===== src/rtl/dma_chan_regs.sv =====
module dma_chan_regs #(
  parameter int NCHAN  = 4,
  parameter int ADDR_W = 14
) (
  input  logic                clk,
  input  logic                rst_n,
  input  logic                req_valid,
  input  logic                req_write,
  input  logic [ADDR_W-1:0]   req_addr,
  input  logic [3:0]          req_size,
  input  logic [63:0]         req_wdata,
  output logic                rsp_valid,
  output logic                rsp_err,
  output logic [63:0]         rsp_rdata,
  output logic [NCHAN-1:0]    cmd_start,
  output logic [NCHAN-1:0]    cmd_append,
  output logic [NCHAN-1:0]    cmd_reset,
  output logic [NCHAN*16-1:0] ctrl_out,
  output logic [NCHAN*64-1:0] chain_addr,
  output logic [NCHAN*64-1:0] compl_addr,
  input  logic [NCHAN-1:0]    chan_busy,
  input  logic [NCHAN-1:0]    status_we,
  input  logic [NCHAN*64-1:0] status_in,
  input  logic [NCHAN*32-1:0] err_set,
  input  logic [NCHAN-1:0]    intdis_set
);
  localparam int IDX_W = ADDR_W - 7;
  localparam logic [IDX_W-1:0] LAST_IDX = IDX_W'(NCHAN);
  localparam logic [6:0] OFS_CTRL = 7'h00, OFS_STAT = 7'h08, OFS_CHL = 7'h10,
                         OFS_CHH = 7'h14, OFS_CMD = 7'h18, OFS_CPL = 7'h20,
                         OFS_CPH = 7'h24, OFS_ERR = 7'h28;

  logic [15:0] ctrl_q  [NCHAN];
  logic [63:0] stat_q  [NCHAN];
  logic [63:0] chain_q [NCHAN];
  logic [63:0] compl_q [NCHAN];
  logic [31:0] err_q   [NCHAN];

  logic [IDX_W-1:0] idx, sel;
  logic [6:0]       off;
  logic             in_range, size_ok, acc_ok, wr;
  logic [63:0]      rd;

  assign idx      = req_addr[ADDR_W-1:7];
  assign off      = req_addr[6:0];
  assign sel      = idx - 1'b1;
  assign in_range = (idx != '0) && (idx <= LAST_IDX);
  assign acc_ok   = in_range && size_ok;
  assign wr       = req_valid && req_write && acc_ok;

  always_comb begin
    case (off)
      OFS_CTRL:                  size_ok = req_size == 4'd2;
      OFS_STAT:                  size_ok = req_size == 4'd8;
      OFS_CHL, OFS_CPL:          size_ok = req_size == 4'd8 || req_size == 4'd4;
      OFS_CHH, OFS_CPH, OFS_ERR: size_ok = req_size == 4'd4;
      OFS_CMD:                   size_ok = req_size == 4'd1;
      default:                   size_ok = 1'b0;
    endcase
  end

  always_comb begin
    rd = '0;
    for (int c = 0; c < NCHAN; c++) begin
      if (sel == IDX_W'(c)) begin
        case (off)
          OFS_CTRL: rd = {48'd0, ctrl_q[c]};
          OFS_STAT: rd = stat_q[c] | {63'd0, ~chan_busy[c]};
          OFS_CHL:  rd = (req_size == 4'd8) ? chain_q[c] : {32'd0, chain_q[c][31:0]};
          OFS_CHH:  rd = {32'd0, chain_q[c][63:32]};
          OFS_CPL:  rd = (req_size == 4'd8) ? compl_q[c] : {32'd0, compl_q[c][31:0]};
          OFS_CPH:  rd = {32'd0, compl_q[c][63:32]};
          OFS_ERR:  rd = {32'd0, err_q[c]};
          default:  rd = '0;
        endcase
      end
    end
  end

  always_ff @(posedge clk or negedge rst_n) begin
    if (!rst_n) begin
      rsp_valid <= 1'b0;
      rsp_err   <= 1'b0;
      rsp_rdata <= '0;
    end else begin
      rsp_valid <= req_valid;
      rsp_err   <= req_valid && !acc_ok;
      rsp_rdata <= (req_valid && !req_write && acc_ok) ? rd : '0;
    end
  end

  for (genvar c = 0; c < NCHAN; c++) begin : g_ch
    logic hit;
    assign hit = wr && (sel == IDX_W'(c));

    always_ff @(posedge clk or negedge rst_n) begin
      if (!rst_n) begin
        ctrl_q[c]     <= '0;
        stat_q[c]     <= 64'd3;
        chain_q[c]    <= '0;
        compl_q[c]    <= '0;
        err_q[c]      <= '0;
        cmd_start[c]  <= 1'b0;
        cmd_append[c] <= 1'b0;
        cmd_reset[c]  <= 1'b0;
      end else begin
        if (hit && off == OFS_CTRL)
          ctrl_q[c] <= {req_wdata[15:1], (!req_wdata[0] && ctrl_q[c][0]) || intdis_set[c]};
        else if (intdis_set[c])
          ctrl_q[c][0] <= 1'b1;

        if (status_we[c])
          stat_q[c] <= status_in[c*64 +: 64];

        if (hit && off == OFS_CHL && req_size == 4'd8) chain_q[c]        <= req_wdata;
        if (hit && off == OFS_CHL && req_size == 4'd4) chain_q[c][31:0]  <= req_wdata[31:0];
        if (hit && off == OFS_CHH)                     chain_q[c][63:32] <= req_wdata[31:0];

        if (hit && off == OFS_CPL && req_size == 4'd8) compl_q[c]        <= req_wdata;
        if (hit && off == OFS_CPL && req_size == 4'd4) compl_q[c][31:0]  <= req_wdata[31:0];
        if (hit && off == OFS_CPH)                     compl_q[c][63:32] <= req_wdata[31:0];

        err_q[c] <= (err_q[c] & ~((hit && off == OFS_ERR) ? req_wdata[31:0] : 32'd0))
                  | err_set[c*32 +: 32];

        cmd_start[c]  <= hit && off == OFS_CMD && req_wdata[0];
        cmd_append[c] <= hit && off == OFS_CMD && req_wdata[1];
        cmd_reset[c]  <= hit && off == OFS_CMD && req_wdata[2];
      end
    end

    assign ctrl_out[c*16 +: 16]   = ctrl_q[c];
    assign chain_addr[c*64 +: 64] = chain_q[c];
    assign compl_addr[c*64 +: 64] = compl_q[c];
  end
endmodule


===== config.mk =====
export PLATFORM = sky130hd
export DESIGN_NAME = dma_chan_regs
export DESIGN_NICKNAME = d
export VERILOG_FILES = /design/src/rtl/dma_chan_regs.sv
export SDC_FILE = /design/constraint.sdc
export NUM_CORES = 2
export LEC_CHECK = 0
export CAP_MARGIN = 20
export CORE_AREA = 2 2 446 448
export DETAILED_ROUTE_END_ITERATION = 8
export DIE_AREA = 0 0 448 450
export PLACE_DENSITY = 0.54
export SLEW_MARGIN = 20
export SYNTH_ARGS = -nofsm -noshare
export SYNTH_HDL_FRONTEND = slang
export SYNTH_SLANG_ARGS = --single-unit

===== constraint.sdc =====
create_clock -name clk -period 1.7 [get_ports clk]
set_input_delay 0.255 -clock clk [delete_from_list [all_inputs] [get_ports clk]]
set_output_delay 0.255 -clock clk [all_outputs]
set_load 0.05 [all_outputs]

**After elaboration in Yosys (flattened, before gate mapping)**

Cells that the tools add are included.

- Output and inout bits: 654
- Logic and storage cells: 241
- Flip-flop bits (word level): 1038

- Bitwise operators: 20
- Eq/ne operators: 14
- Reductions and logical operators: 104
- Add/subtract/negate cells: 1
- Multiplexer cells: 54
- Order comparisons: 1

Operators with widths:

| kind | count |
|---|---|
| $pmux W64 S7 | 4 |
| $mux W64 | 21 |
| $mux W32 | 20 |
| $or A64 B1 Y64 | 4 |
| $and A32 B32 Y32 | 4 |
| $not A32 Y32 | 4 |
| $or A32 B32 Y32 | 4 |
| $logic_and A1 B1 Y1 | 71 |
| $reduce_bool A2 Y1 | 20 |
| $eq A7 B5 Y1 const B | 3 |
| $eq A7 B6 Y1 const B | 3 |
| $eq A7 B2 Y1 const B | 2 |
| $logic_not A7 Y1 | 2 |
| $mux W1 | 8 |
| $eq A7 B1 Y1 const B | 1 |
| $eq A7 B4 Y1 const B | 1 |
| $le A7 B3 Y1 const B | 1 |
| $reduce_bool A7 Y1 | 1 |
| $sub A7 B1 Y7 const B | 1 |
| $logic_or A1 B1 Y1 | 5 |
| $pmux W1 S5 | 1 |
| $eq A4 B1 Y1 const B | 1 |
| $eq A4 B2 Y1 const B | 1 |
| $eq A4 B3 Y1 const B | 1 |
| other kinds (5) | 10 |

**Longest topological paths before layout**

- Depth in word-level cells: 11
- Depth in mapped cells: 10
- Mapped depth without buffers: 6

**Least setup slack after synthesis**

OpenSTA, ideal clock, no wires.

- Path kind: input-to-reg
- From: input req_addr[1]
- To: register chain_q, in the netlist chain_addr[86]
- Slack: -763 ps
- Stages on the path: 9
- Data arrival time: 2338 ps
- Path through: buf_2 -> nor4b_4 -> o21ai_1 -> o21ai_1 -> buf_2 -> o21ai_2 -> nor2_1 -> buf_2 -> mux2_2

- Cells in the longest elaborated chain, start to end: 9

RTL lines:

| item | RTL line | text |
|---|---|---|
| start, declared | 9 | `input logic [ADDR_W-1:0] req_addr,` |
| $eq A7 B6 Y1 (tied with other cells) | 52 | `case (off)` |
| $reduce_or A3 Y1 / $reduce_or A2 Y1 (equally long branches) | 52 |  |
| $pmux W1 S5 | 52 |  |
| $logic_and A1 B1 Y1 | 48 | `assign acc_ok = in_range && size_ok;` |
| $logic_and A1 B1 Y1 | 49 | `assign wr = req_valid && req_write && acc_ok;` |
| $logic_and A1 B1 Y1 | 94 | `assign hit = wr && (sel == IDX_W'(c));` |
| $logic_and A1 B1 Y1 * | 115, 116 |  |
| $logic_and A1 B1 Y1 (on tied branches) | 116, 115 |  |
| $mux W32 / $reduce_bool A2 Y1 (equally long branches) | - |  |
| end signal, assigned by index | 115 | `if (hit && off == OFS_CHL && req_size == 4'd8) chain_q[c] <= req_wdata;` |
| end signal, assigned by index | 116 | `if (hit && off == OFS_CHL && req_size == 4'd4) chain_q[c][31:0] <= req_wdata[31:0];` |
| end signal, assigned by index | 117 | `if (hit && off == OFS_CHH) chain_q[c][63:32] <= req_wdata[31:0];` |
| end, declared | 35 | `logic [63:0] chain_q [NCHAN];` |

Mark *: on every way between the ends. The rest lies on a longest branch, timed or not.
A chain may end at the register's enable or synchronous reset.

**Worst setup path after layout**

- From: input req_addr[12]
- To: register rsp_rdata[52]

- Cells in the longest elaborated chain, start to end: 7

RTL lines:

| item | RTL line | text |
|---|---|---|
| $sub A7 B1 Y7 | 46 | `assign sel = idx - 1'b1;` |
| $logic_not A7 Y1 | 65 | `if (sel == IDX_W'(c)) begin` |
| $mux W64 (4 in a row) | 65 |  |
| $mux W64 * | 88 | `rsp_rdata <= (req_valid && !req_write && acc_ok) ? rd : '0;` |
| end signal, assigned | 88 |  |
| end, declared | 14 | `output logic [63:0] rsp_rdata,` |

Marks and branches as above.

==> flow_summary.ini <==
[place]
dpl_cell_area_sq_um = 76800
gp_congestion = 0.951
dpl.hpwl_um = 284000
portBuffers = 1135
post-place-ws_ns = -1.76
dp_cells = 8844

[sta]
max_freq_mhz = 506
worst_pin_slew_ns = 0.735
hold_violations = 0
grt_setup_unrepaired = yes
maxSlewViolCount = 0
setup_viol = 978
min_period_ns = 1.97
final.setup.worst_slack_ns = -0.275
final.period_utilization = 1.16
skew_ns = 0.0520
slew_headroom = 0.510

[synth]
synth_seq_cells = 1038
synth_most_common_cell = dfrtp_1
synth_edf_count = 0
synthDominantCellAreaShare = 0.521
synth_async_sr_flop_share = 1.00
yosys_warnings = 0
synth-main-ff-cell = dfrtp_1
seq_area_frac_synth = 0.525
synthTopCellsByCount = dfrtp_1 (1030), mux2_2 (498), nor2_1 (479), a21oi_1 (334), clkbuf_1 (296)
avgSynthCellArea_sq_um = 11.0
syn_area_sq_um = 49400
synth_nets = 4961
syn_inst = 4479
synth.distinct_cells = 80
synth_top_area_cell = dfrtp_1
synth_area_leaders = dfrtp_1 (52%), mux2_2 (11%), mux2i_1 (5.7%)

[worst_setup_path]
crit_fanout = 5
path_cells = buf_6, or4_4, or3_4, or3_4, buf_6, clkbuf_16, o21ai_4, nor3_2, nor4_1
start_kind = input pin
cp_slowest_cell = or4_4
crit_type = in2reg
critPathRequiredTime_ns = 2.40
path_delay_family = simple AND/OR/NAND/NOR gates
worstPathArrival_ns = 2.67
cp-end-kind = flop
slowest_delay_ns = 0.63
critPathBufInv = 3

[floorplan]
die_h_um = 450
core_region_area_sq_um = 197000
die_area_sq_um = 202000
io_pins = 1136
initial_core_util = 0.252
die_width_um = 448
num_rows = 163

[cells_and_area]
area_delta_synth_final_pct = 87.1
final_nets = 7291
stdcell_count = 9595
drive_gt1_frac = 0.518
final_util = 0.470
fillerInstances = 17800
design_area_sq_um = 92500

[power]
p_switching_mw = 16.3
total_power_mw = 61.7
combPwrFrac = 0.099
power.share.sequential = 0.419
power_density_nw_per_um2 = 667
peakVddDrop_v = 0.000754
p_clk_frac = 0.482
swShare = 0.264
internal_power_mw = 45.4
total_leakage_power_nw = 40.8

[global_route]
grt_usage = 0.357
grt_busiest_layer = met2
gr-usage-met1 = 0.390
overflow = 0
grtUsageMet3 = 0.0772
grt_pass1_wl_um = 483000
grt_util_met2 = 0.587
first_global_vias = 51900
antenna_found_initial = 62
grt_max_degree = 96

[route]
dr.first_iter.drc_count = 6437
routedWlPerCell_um = 40.6
drtAntennaViolNets = 0
drc = 0
viasPerCell = 5.64
dr.pass1.iters = 6
wirelength_um = 390000
vias = 54200

[clock_network]
clock_path_buffers = 3
path_clk_slew_ns = 0.06
root_buffer = clkbuf_16
cts_tree = done
clkLatencyLatePin_ns = 0.84
cts_buffers = 132
cts_sinks = 1038
htreeDepth = 4

[flow_run]
cap_viol_max_count = 0

[status]
violations = negative setup slack
status = finished with violations

[min_path]
hp-class = in2reg
-- layout by cell type, fill, tap and decap left out, types with 182 or more instances in the layout --
| cell type | netlist | routed |
|---|---|---|
| a21oi_1 | 334 | 234 |
| buf_12 | 0 | 675 |
| nor2_1 | 479 | 361 |
| clkdlybuf4s50_1 | 0 | 457 |
| clkbuf_16 | 0 | 182 |
| mux2i_1 | 283 | 271 |
| a22oi_1 | 243 | 211 |
| buf_6 | 2 | 228 |
| buf_4 | 1 | 1065 |
| mux2_2 | 498 | 427 |
| dfrtp_1 | 1030 | 923 |
-- worst paths after layout --
path	from	to	slack (ns)	depth (start not counted)
worst min register to register	err_q[3]	err_q[3]	0.48	1
min in group asynchronous	rst_n	chain_addr[232]	0.14	3
worst max register to register	stat_q[217]	rsp_rdata[25]	-0.14	5
worst max-delay path	req_addr[12]	rsp_rdata[52]	-0.27	9
max in group asynchronous	rst_n	chain_addr[225]	0.67	3
worst min-delay path	status_in[199]	stat_q[7]	0.03	2
-- sequential cells by signal (all words and copies together), names as in the netlist --
signal,flops
chain_addr,256
compl_addr,256
stat_q,256
err_q,128
ctrl_out,64
rsp_rdata,64
cmd_append,4
cmd_reset,4
cmd_start,4
rsp_err,1
rsp_valid,1
-- cell families (layout without fill, tap and decap cells) --
| family | count (synthesis) | count (layout) | share of synthesized area |
|---|---|---|---|
| mux | 857 | 857 | 0.188 |
| xor+xnor | 2 | 2 | 0.000354 |
| compound gates | 1231 | 1231 | 0.167 |
| other cells | 0 | 43 | 0 |
| buf+inv | 445 | 2877 | 0.0367 |
| flops | 1038 | 1038 | 0.525 |
| simple gates | 906 | 907 | 0.0827 |
-- routing by layer --
| metal | vias to the layer above | share of wire |
|---|---|---|
| met3 | 1247 | 0.090 |
| met5 | - | 0.00027 |
| met2 | 3896 | 0.46 |
| li1 | 21300 | - |
| met4 | 16 | 0.11 |
| met1 | 27700 | 0.34 |
-- per-stage QoR --
| step | hold slack [ns] | setup TNS [ns] |
|---|---|---|
| after floorplan | -0.0406 | -379.84 |
| after global routing | 0.0264 | -81.78 |
| after CTS | 0.0000285 | -69.57 |
| after global placement | 0.146 | -1013.40 |
| final | 0.0342 | -64.89 |
| after detailed placement | 0.145 | -1016.78 |
-- timing repair --
item | in CTS | in global routing
cloned | 31 | 52
hold buffers | 71 | 0
gates resized for setup | 586 | 861
pin swaps | 104 | 196
setup endpoints to repair | 1381 | 1261
hold endpoints to repair | 1118 | 0
buffers inserted | 117 | 277
-- cell type report --
class                      count  area [sq um]  area share
timing repair buffer        2639         32400       0.350
sequential                  1038         26100       0.282
multi-input combinational   2997         26100       0.282
clock buffer                 194          3940      0.0426
tap                         2640          3300      0.0357
clock inverter                43           566     0.00611
antenna                       43           108     0.00116
inverter                       1          3.75   0.0000406
-- worst reg2reg max path: stages (launching register included) --
cell and delay, ns:
dfrtp_1 0.41, a222oi_1 0.62, buf_4 0.23, o211ai_1 0.09
a221oi_2 0.27, nor4_1 0.08
-- power groups by stage --
stage,clock network [mW],registers (mW),logic (mW)
after floorplan,0,26.0,1.67
after global placement,0,26.2,5.42
after detailed placement,0,26.3,5.44
after CTS,29.9,25.8,5.81
after global routing,30.9,25.9,6.27
final,29.7,25.9,6.09
(Power assumes the default switching activity.)
